[src/rtl/servo_pkg.sv]
// Shared constants and state type for the servo pulse bank.
// Assumes a 32-bit register bus with word-granular addressing.
package servo_pkg;
    localparam int DATA_W   = 32;
    localparam int REP_W    = 28;
    localparam int CTL_EN   = 31;
    localparam int CTL_CONT = 30;
    localparam int CTL_INV  = 29;

    localparam int W_MASK   = 0;
    localparam int W_STATUS = 1;
    localparam int W_HOLD   = 2;
    localparam int W_RATE   = 3;
    localparam int W_CH0    = 4;
    localparam int W_PER_CH = 3;

    typedef enum logic [1:0] {
        CH_IDLE  = 2'd0,
        CH_ARMED = 2'd1,
        CH_HIGH  = 2'd2,
        CH_LOW   = 2'd3
    } ch_state_t;
endpackage

[src/rtl/servo_tick_gen.sv]
// Servo tick prescaler: one-cycle tick every DIV_SLOW or DIV_FAST clocks.
// Assumes DIV_SLOW >= DIV_FAST >= 1; a rate change takes effect at once.
module servo_tick_gen #(
    parameter int DIV_SLOW = 5,
    parameter int DIV_FAST = 1
) (
    input  logic clk,
    input  logic rst_n,
    input  logic fast_sel,
    output logic tick
);
    localparam int CNT_W = $clog2(DIV_SLOW + 1);
    localparam logic [CNT_W-1:0] LIM_SLOW = CNT_W'(DIV_SLOW - 1);
    localparam logic [CNT_W-1:0] LIM_FAST = CNT_W'(DIV_FAST - 1);

    logic [CNT_W-1:0] pcnt;
    logic [CNT_W-1:0] limit;

    // Select the terminal count for the current rate.
    always_comb begin
        limit = fast_sel ? LIM_FAST : LIM_SLOW;
        tick  = (pcnt >= limit);
    end

    // Advance the prescaler and wrap on each tick.
    always_ff @(posedge clk) begin
        if (!rst_n)    pcnt <= '0;
        else if (tick) pcnt <= '0;
        else           pcnt <= pcnt + CNT_W'(1);
    end
endmodule

[src/rtl/servo_channel.sv]
// One pulse channel: owns its control word and phase sequencer.
// Assumes length inputs are stable registers; a control write restarts it.
module servo_channel
    import servo_pkg::*;
#(
    parameter int CNT_W = 32
) (
    input  logic              clk,
    input  logic              rst_n,
    input  logic              tick,
    input  logic              hold,
    input  logic              ctl_we,
    input  logic [DATA_W-1:0] ctl_wdata,
    input  logic [CNT_W-1:0]  high_len,
    input  logic [CNT_W-1:0]  low_len,
    output logic [DATA_W-1:0] ctl_rdata,
    output logic              pwm,
    output logic              done,
    output logic              en_o,
    output logic              inv_o
);
    ch_state_t         state;
    logic [CNT_W-1:0]  cnt;
    logic [REP_W-1:0]  rem;
    logic              en_q, cont_q, inv_q;
    logic [CNT_W-1:0]  hi_eff, lo_eff;

    // Clamp zero lengths to a single tick.
    always_comb begin
        hi_eff = (high_len == '0) ? CNT_W'(1) : high_len;
        lo_eff = (low_len  == '0) ? CNT_W'(1) : low_len;
    end

    // Sequence the phases; a control write has priority over a tick.
    always_ff @(posedge clk) begin
        if (!rst_n) begin
            state  <= CH_IDLE;
            cnt    <= '0;
            rem    <= '0;
            en_q   <= 1'b0;
            cont_q <= 1'b0;
            inv_q  <= 1'b0;
            done   <= 1'b0;
        end else begin
            done <= 1'b0;
            if (ctl_we) begin
                en_q   <= ctl_wdata[CTL_EN];
                cont_q <= ctl_wdata[CTL_CONT];
                inv_q  <= ctl_wdata[CTL_INV];
                rem    <= ctl_wdata[REP_W-1:0];
                cnt    <= '0;
                state  <= ctl_wdata[CTL_EN] ? CH_ARMED : CH_IDLE;
            end else if (tick && !hold) begin
                unique case (state)
                    CH_ARMED: begin
                        state <= CH_HIGH;
                        cnt   <= CNT_W'(1);
                    end
                    CH_HIGH: begin
                        if (cnt >= hi_eff) begin
                            state <= CH_LOW;
                            cnt   <= CNT_W'(1);
                        end else begin
                            cnt <= cnt + CNT_W'(1);
                        end
                    end
                    CH_LOW: begin
                        if (cnt < lo_eff) begin
                            cnt <= cnt + CNT_W'(1);
                        end else if (cont_q) begin
                            state <= CH_HIGH;
                            cnt   <= CNT_W'(1);
                        end else if (rem <= REP_W'(1)) begin
                            state <= CH_IDLE;
                            cnt   <= '0;
                            rem   <= '0;
                            en_q  <= 1'b0;
                            done  <= 1'b1;
                        end else begin
                            state <= CH_HIGH;
                            cnt   <= CNT_W'(1);
                            rem   <= rem - REP_W'(1);
                        end
                    end
                    default: ;
                endcase
            end
        end
    end

    // Drive the pin and expose the control word.
    always_comb begin
        pwm       = inv_q ^ (state == CH_HIGH);
        ctl_rdata = {en_q, cont_q, inv_q, 1'b0, rem};
        en_o      = en_q;
        inv_o     = inv_q;
    end
endmodule

[src/rtl/servo_irq_ctrl.sv]
// End-of-burst status with write-1-to-clear, mask and combined interrupt.
// Assumes done pulses last one cycle; a set beats a clear in the same cycle.
module servo_irq_ctrl #(
    parameter int NCH = 4
) (
    input  logic           clk,
    input  logic           rst_n,
    input  logic [NCH-1:0] done,
    input  logic           mask_we,
    input  logic           status_we,
    input  logic [NCH-1:0] wdata,
    output logic [NCH-1:0] mask,
    output logic [NCH-1:0] status,
    output logic           irq
);
    logic [NCH-1:0] clr;

    // Form the clear vector from a status write.
    always_comb clr = status_we ? wdata : '0;

    // Hold mask and status bits.
    always_ff @(posedge clk) begin
        if (!rst_n) begin
            mask   <= '0;
            status <= '0;
        end else begin
            if (mask_we) mask <= wdata;
            status <= (status & ~clr) | done;
        end
    end

    // Combine enabled events onto the interrupt line.
    always_comb irq = |(status & mask);
endmodule

[src/rtl/servo_bank.sv]
// Top of the servo pulse bank: register decode, shared hold/rate, channels.
// Assumes NCH <= 20 so that all words fit in the address field.
module servo_bank
    import servo_pkg::*;
#(
    parameter int NCH      = 4,
    parameter int ADDR_W   = 8,
    parameter int DIV_SLOW = 5,
    parameter int DIV_FAST = 1
) (
    input  logic              clk,
    input  logic              rst_n,
    input  logic              bus_we,
    input  logic [ADDR_W-1:0] bus_addr,
    input  logic [31:0]       bus_wdata,
    output logic [31:0]       bus_rdata,
    output logic [NCH-1:0]    servo_out,
    output logic              irq
);
    localparam int IDX_W = ADDR_W - 2;

    logic [IDX_W-1:0]  widx;
    logic              tick;
    logic              fast_q;
    logic [NCH-1:0]    hold_q;
    logic [NCH-1:0]    ch_done, ch_en, ch_inv;
    logic [NCH-1:0]    irq_mask, irq_status;
    logic [31:0]       high_q [NCH];
    logic [31:0]       low_q  [NCH];
    logic [31:0]       ctl_rd [NCH];

    assign widx = bus_addr[ADDR_W-1:2];

    // Keep the shared hold and rate-select registers.
    always_ff @(posedge clk) begin
        if (!rst_n) begin
            hold_q <= '0;
            fast_q <= 1'b0;
        end else if (bus_we) begin
            if (int'(widx) == W_HOLD) hold_q <= bus_wdata[NCH-1:0];
            if (int'(widx) == W_RATE) fast_q <= bus_wdata[0];
        end
    end

    servo_tick_gen #(
        .DIV_SLOW (DIV_SLOW),
        .DIV_FAST (DIV_FAST)
    ) u_tick (
        .clk      (clk),
        .rst_n    (rst_n),
        .fast_sel (fast_q),
        .tick     (tick)
    );

    for (genvar k = 0; k < NCH; k++) begin : g_ch
        localparam int W_HI  = W_CH0 + W_PER_CH * k;
        localparam int W_LO  = W_HI + 1;
        localparam int W_CTL = W_HI + 2;

        // Keep this channel's length registers.
        always_ff @(posedge clk) begin
            if (!rst_n) begin
                high_q[k] <= '0;
                low_q[k]  <= '0;
            end else if (bus_we) begin
                if (int'(widx) == W_HI) high_q[k] <= bus_wdata;
                if (int'(widx) == W_LO) low_q[k]  <= bus_wdata;
            end
        end

        servo_channel #(
            .CNT_W (32)
        ) u_ch (
            .clk       (clk),
            .rst_n     (rst_n),
            .tick      (tick),
            .hold      (hold_q[k]),
            .ctl_we    (bus_we && (int'(widx) == W_CTL)),
            .ctl_wdata (bus_wdata),
            .high_len  (high_q[k]),
            .low_len   (low_q[k]),
            .ctl_rdata (ctl_rd[k]),
            .pwm       (servo_out[k]),
            .done      (ch_done[k]),
            .en_o      (ch_en[k]),
            .inv_o     (ch_inv[k])
        );
    end

    servo_irq_ctrl #(
        .NCH (NCH)
    ) u_irq (
        .clk       (clk),
        .rst_n     (rst_n),
        .done      (ch_done),
        .mask_we   (bus_we && (int'(widx) == W_MASK)),
        .status_we (bus_we && (int'(widx) == W_STATUS)),
        .wdata     (bus_wdata[NCH-1:0]),
        .mask      (irq_mask),
        .status    (irq_status),
        .irq       (irq)
    );

    // Select the read word.
    always_comb begin
        bus_rdata = '0;
        case (int'(widx))
            W_MASK:   bus_rdata = 32'(irq_mask);
            W_STATUS: bus_rdata = 32'(irq_status);
            W_HOLD:   bus_rdata = 32'(hold_q);
            W_RATE:   bus_rdata = {31'd0, fast_q};
            default:  ;
        endcase
        for (int k = 0; k < NCH; k++) begin
            if (int'(widx) == W_CH0 + W_PER_CH * k)     bus_rdata = high_q[k];
            if (int'(widx) == W_CH0 + W_PER_CH * k + 1) bus_rdata = low_q[k];
            if (int'(widx) == W_CH0 + W_PER_CH * k + 2) bus_rdata = ctl_rd[k];
        end
    end
endmodule

[config.mk]
export PLATFORM = sky130hd
export DESIGN_NAME = servo_bank
export DESIGN_NICKNAME = d
export VERILOG_FILES = /design/src/rtl/servo_pkg.sv /design/src/rtl/servo_tick_gen.sv /design/src/rtl/servo_channel.sv /design/src/rtl/servo_irq_ctrl.sv /design/src/rtl/servo_bank.sv
export SDC_FILE = /design/constraint.sdc
export NUM_CORES = 2
export LEC_CHECK = 0
export ABC_AREA = 1
export BUFFER_PORTS_ARGS = -buffer_cell sky130_fd_sc_hd__buf_4
export CAP_MARGIN = 10
export CORE_ASPECT_RATIO = 1.75
export CORE_UTILIZATION = 50
export CTS_CLUSTER_DIAMETER = 50
export DETAILED_ROUTE_END_ITERATION = 12
export GPL_TIMING_DRIVEN = 0
export PLACE_DENSITY = 0.68
export SLEW_MARGIN = 10
export SYNTH_ARGS = -nofsm -noshare
export SYNTH_HDL_FRONTEND = slang
export SYNTH_SLANG_ARGS = --single-unit
export TNS_END_PERCENT = 30
[constraint.sdc]
create_clock -name clk -period 4.3 [get_ports clk]
set_input_delay 0.43 -clock clk [delete_from_list [all_inputs] [get_ports clk]]
set_output_delay 0.43 -clock clk [all_outputs]
set_load 0.05 [all_outputs]
# Word level (Yosys, flattened, before mapping)
# Memory sizes are Yosys's and may differ from the RTL's.
# Cells that the tools add are included.
[word_totals]
register_bits = 280
mem_bits_rw = 256
inputBits = 43
output_inout_bits = 37
word_cells = 365
memories = 2
[op_classes]
addsub = 9
order_cmp = 13
eq_ne = 46
muxes = 165
n_bitwise = 25
reduce_logical = 72
[mem_list]
columns = ["name", "depth", "width", "read_ports", "rd_ports_with_merged_regs", "write_ports", "line_no", "text"]
rows = [
  ["high_q", 4, 32, 4, 0, 4, "servo_bank.sv:28", "logic [31:0] high_q [NCH];"],
  ["low_q", 4, 32, 4, 0, 4, "servo_bank.sv:29", "logic [31:0] low_q [NCH];"],
]
[op_table]
columns = ["op", "n"]
rows = [
  ["2-to-1 mux 32 bit", 40],
  ["2-to-1 mux 28 bit", 24],
  ["case mux 32 bit (3 select lines)", 4],
  ["logical NOT 32 bit", 8],
  ["adder 32 x 1 -> 32 bit (second input constant)", 4],
  [">= comparator 32 bit", 4],
  ["less-than comparator 32 bit", 4],
  ["<= comparator 28 x 1 -> 1 bit (second input constant)", 4],
  ["subtractor 28 x 1 -> 28 bit (second input constant)", 4],
  ["2-to-1 mux 1 bit", 66],
  ["equality test 6 x 5 -> 1 bit (second input constant)", 8],
  ["2-to-1 mux 2 bit", 24],
  ["AND reduction 4 bit", 8],
  ["equality test 6 x 4 -> 1 bit (second input constant)", 4],
  ["case mux 2 bit (3 select lines)", 4],
  ["nonzero test 2 bit", 12],
  ["OR reduction 6 bit", 4],
  ["AND reduction 5 bit", 4],
  ["equality test 6 x 2 -> 1 bit (second input constant)", 3],
  ["equality test 2 bit (second input constant)", 8],
  ["!= test 2 x 1 -> 1 bit (second input constant)", 8],
  ["case mux 4 bit (4 select lines)", 1],
  ["nonzero test 4 bit", 4],
  ["equality test 6 x 3 -> 1 bit (second input constant)", 2],
  ["other kinds (21)", 74],
]

# Longest topological paths before layout
[depth]
ltp_word = 14
ltp_mapped = 22
depth_no_buf = 21

# By module
# A second synthesis with hierarchy kept.
[hier_totals]
cells_unflattened = 5069
area_unflattened_um2 = 37180.7
[by_module_without_submodules]
columns = ["module", "instances", "cells_per_inst", "area_each_um2", "seq_area_each_um2"]
rows = [
  ["servo_channel at g_ch[1].u_ch ...", 2, 938, 6203.4, 1321.3],
  ["servo_bank", 1, 1297, 12270.5, 7787.5],
  ["servo_channel at g_ch[3].u_ch", 1, 923, 6110.9, 1321.3],
  ["servo_channel at g_ch[0].u_ch", 1, 918, 5980.7, 1321.3],
  ["servo_irq_ctrl", 1, 43, 304.0, 160.2],
  ["servo_tick_gen", 1, 12, 107.6, 60.1],
]

# Worst setup path before layout
# OpenSTA, ideal clock, no wires.
[synth_timing]
path_type = "input-to-reg"
from = "in bus_addr[5]"
to = "mem low_q[2][0] (enable)"
setup_ps = 466
t_arrival_ps = 3658
required_time_ps = 3834
slack_ps = 176
cell_stages = 7
path_buffers = 1
path_cell_list = "inv_1 nor2_1 inv_1 nor2_2 clkinv_1 clkbuf_1 o21ai_0"
[synth_lines]
columns = ["item", "line_no", "text"]
rows = [
  ["from (decl)", "servo_bank.sv:14", "input logic [ADDR_W-1:0] bus_addr,"],
  ["to (decl)", "servo_bank.sv:29", ""],
]

# Worst setup path after layout
[layout_timing]
from = "in bus_addr[2]"
to = "out bus_rdata[15]"
[layout_between]
elab_chain_cells = 13
elab_cells_between_ends = 24
classes_between = "12 x eq/ne; 12 x mux"
[layout_rtl]
columns = ["item", "line_no", "text"]
rows = [
  ["equality test 6 x 4 -> 1 bit", "servo_bank.sv:115", "if (int'(widx) == W_CH0 + W_PER_CH * k) bus_rdata = high_q[k];"],
  ["2-to-1 mux 32 bit", "servo_bank.sv:115", ""],
  ["2-to-1 mux 32 bit", "servo_bank.sv:116", "if (int'(widx) == W_CH0 + W_PER_CH * k + 1) bus_rdata = low_q[k];"],
  ["2-to-1 mux 32 bit", "servo_bank.sv:117", "if (int'(widx) == W_CH0 + W_PER_CH * k + 2) bus_rdata = ctl_rd[k];"],
  ["2-to-1 mux 32 bit", "servo_bank.sv:115", ""],
  ["2-to-1 mux 32 bit", "servo_bank.sv:116", ""],
  ["2-to-1 mux 32 bit", "servo_bank.sv:117", ""],
  ["2-to-1 mux 32 bit", "servo_bank.sv:115", ""],
  ["2-to-1 mux 32 bit", "servo_bank.sv:116", ""],
  ["2-to-1 mux 32 bit", "servo_bank.sv:117", ""],
  ["2-to-1 mux 32 bit", "servo_bank.sv:115", ""],
  ["2-to-1 mux 32 bit", "servo_bank.sv:116", ""],
  ["2-to-1 mux 32 bit *", "servo_bank.sv:117", ""],
  ["to (decl)", "servo_bank.sv:16", "output logic [31:0] bus_rdata,"],
]
# Mark *: on every way between the ends. The rest lies on a longest branch, timed or not.

==> out/qor.csv <==
stage,metric,value,unit
hold_path,hold path endpoint,g_ch[0].u_ch.cont_q,
synth,synthesized cell area,35800,sq um
global_routing,total gr overflow,0,
synth,ys async rst share,0,
synth,"FF+latch count, synth",536,
synth,distinct cell type count after synthesis,63,
clocking,cells resized by post-CTS repair,13,
placed_design,Placer Congestion,1.17,
clocking,CTS tree,yes,
placed_design,placed insts,5715,
floorplan,core area,70700,sq um
synth,main combinational cell family by area after synthesis,simple AND/OR/NAND/NOR gates,
hold_path,Worst Hold Class,primary input to register,
timing,worst setup margin,-0.267,ns
worst_setup_path,Worst path slowest cell,a221oi_4,
floorplan,die width,204,um
flow_run,Max Cap Viol,0,
timing,Tcrit/Tclk final,1.06,
synth,leading area contributor after synthesis,edfxtp_1,
route,routed len/inst,26.5,um
finish,Finished Layout Cells,5832,
power_and_ir_drop,Lkg Pwr,17.1,nW
clocking,clock sinks,536,
clocking,CTS Root Cell,clkbuf_16,
floorplan,top-level port count,80,
timing,FMAX,219,MHz
finish,share of cells above drive strength 1,0.0851,
global_routing,first-pass GRT wire length,222,mm
floorplan,Die Area,72700,sq um
finish,post-layout net count,5169,
worst_setup_path,Worst setup SP type,primary input,
synth,Adder-Cell Fraction of Synth Area,0.0927,
timing,RSZ-0062 raised after global routing,yes,
synth,Synth top area share,0.215,
timing,"Hold Violations, Final",0,
clocking,H-tree depth,2,
placed_design,IO Port Bufs,76,
timing,Max-slew headroom,0.0279,
worst_setup_path,Crit. End Element,primary output,
route,Detail Route Antenna Nets,0,
route,drt via density,6.15,
timing,Slew @ Worst Pin,1.46,ns
placed_design,dpl hpwl,118,mm
synth,Synth Area in XOR/XNOR,0.0475,
worst_setup_path,CP max stage delay,0.65,ns
hold_path,Hold Crit Start,bus_wdata[30],
global_routing,initial antenna violation count,10,
synth,"EDFF count, synth",256,
floorplan,Initial Utilization,0.506,
run_status,violated checks,setup timing,
floorplan,Die Y-Extent,356,um
worst_setup_path,reg2reg start,high_q[0][24],
clocking,Num CTS Buffers,59,
worst_setup_path,cell chain of the critical path,buf_4 -> inv_1 -> nand2_1 -> inv_1 -> nand2_1 -> buf_2 -> nor2_1 -> a221oi_4 -> o2111ai_1 -> o21ai_0 -> o2111ai_2 -> a21oi_1 -> nand3_1 -> buf_4,
route,DRC,0,
global_routing,number of global-route vias before repair,34300,
route,vias,35800,
synth,Syn Inst Count,4712,
synth,mux contribution to synthesized area,0,
synth,"Top FF cell, synth",dfxtp_1,
worst_setup_path,critical path required time,3.87,ns
route,Post-Route WL,154,mm
worst_setup_path,worst reg-to-reg path cell count,15,
clocking,hold-fix buffers at CTS,0,
finish,Post-Route Utilization,0.566,
route,drt first pass iters,8,
clocking,clk_lat worst skew,0.69,ns
synth,Syn. warnings,0,
floorplan,Cell Rows,129,
route,DRT iter0 DRCs,4161,
synth,Syn Nets,5020,
timing,post-route minimum period,4.57,ns
clocking,"CTS clk-pin slew, worst paths",0.07,ns
timing,Pins Over Slew Limit,0,
placed_design,area post-placement,37800,sq um
hold_path,hold path cells,3,
timing,final setup vio count,10,
worst_setup_path,worst reg2reg setup slack,0.44,ns
worst_setup_path,CP arrival,4.14,ns
global_routing,largest net degree at the start of global routing,28,
synth,complex-gate fraction of the synthesized area,0.134,
run_status,status,"complete, but fails checks",
clocking,clk buf depth,3,
synth,sequential area share after synthesis,0.372,
global_routing,All-Layer GR Usage,0.426,
worst_setup_path,Worst R2R End,g_ch[0].u_ch.cnt[30],
finish,area growth from synthesis to layout,11.9,%
worst_setup_path,CP Max Fanout,10,
synth,post-synthesis simple-gate area fraction,0.266,
power_and_ir_drop,Power Density,296,nW/um^2
worst_setup_path,Crit Path Class,primary input to primary output,
clocking,"Setup Fix Bufs, Post-CTS",0,
finish,fin area,40000,sq um
timing,Final Skew,0.0243,ns
power_and_ir_drop,Max VDD drop,0.000315,V
synth,Avg Inst Size Synth,7.59,sq um
synth,dominant cells by area after synthesis,"edfxtp_1 (21%), dfxtp_1 (16%), ha_1 (9.3%)",
[kinds of logic after synthesis]
logic type	count (synthesis)
XOR/XNOR	194
buffers and inverters	804
AO/OA/AOI/OAI	840
flip-flops	536
adder cells (fa/ha/maj)	265
AND/OR/NAND/NOR	2073
[power breakdown]
part,switching [mW],total [mW],internal [mW]
Combinational,0.756,0.972,0.216
Clock,2.42,5.29,2.87
Sequential,0.101,5.57,5.47
[layout make-up]
type                    count  area (sq um)
inverters                 582          2190
well taps                 917          1150
flip-flops and latches    536         13300
fillers                  6877         30700
clock inverters            36           298
multi-input cells        3372         19700
repair buffers             88           792
plain buffers             222          1000
clock buffers              75          1650
diodes                      4          10.0
[layer usage]
layer / part of all wire / track usage / vias up
li1: - / - / 16300
met1: 0.32 / 0.431 / 16800
met2: 0.45 / 0.680 / 1951
met3: 0.095 / 0.117 / 733
met4: 0.13 / 0.449 / 6
met5: 0.00031 / 0 / -
[how the worst max path moves through the flow]
stage / from / endpoint / slack [ns] / cells after the start
final: bus_addr[2] / bus_rdata[15] / -0.27 / 14
after global routing: bus_addr[2] / bus_rdata[4] / -0.17 / 12
after CTS: bus_addr[2] / bus_rdata[27] / 0.02 / 14
after detailed placement: bus_addr[2] / bus_rdata[11] / -0.67 / 12
after global placement: bus_addr[7] / low_q[2][7] / -2.21 / 7
after floorplan: bus_addr[5] / low_q[2][0] / 0.18 / 7
[through the flow]
step	total power, mW	hold WS, ns	setup TNS (ns)	setup slack [ns]
global placement	6.55	0.408	-412.42	-2.21
CTS	11.7	0.0420	0	0.0169
finish	11.8	0.0355	-0.929	-0.267
floorplan	6.11	0.399	0	0.176
detailed placement	6.58	0.414	-2.89	-0.672
global route	12.0	0.0446	-0.524	-0.167
[placed cells by master (no fill, tap or decap), drive strengths merged, types with 24 or more instances in the layout]
master,n
buf,169
edfxtp,256
a21oi,451
xnor2,45
nor3,88
o21ai,135
xor2,149
nor4,56
nand3,193
nand2,776
nand4,185
o22ai,130
clkbuf,216
o2111ai,27
clkinv,24
nand3b,81
inv,585
nor2,677
ha,265
dfxtp,280
[critical path: cells and delay by family]
| kind | cells | cell delay, ns |
|---|---|---|
| AND/OR/NAND/NOR | 4 | 0.92 |
| buffers and inverters | 5 | 0.78 |
| AO/OA/AOI/OAI | 5 | 1.96 |
[Yosys cell counts (all sizes together), types with 18 or more instances]
cell type  instances
edfxtp           256
nand2            776
nand4            185
inv              576
o211ai            18
o2111ai           27
buf               82
clkbuf           140
nand3b            81
a21oi            451
dfxtp            280
ha               265
nor3              88
o221ai            21
xor2             149
nor4              56
nor2             677
o21ai            135
nand3            193
xnor2             45
o22ai            130
[state kept, by name, summed over array words and instances, names as in the netlist]
register and flops:
g_ch.u_ch.state 8, u_irq.status 4, high_q 128, u_tick.pcnt 3, g_ch.u_ch.cnt 128, u_irq.mask 4
low_q 128, g_ch.u_ch.en_o 4, g_ch.u_ch.inv_o 4, hold_q 4, g_ch.u_ch.cont_q 4, g_ch.u_ch.rem 112
g_ch.u_ch.done 4, fast_q 1
No activity file was read; power rests on OpenSTA's default activity.
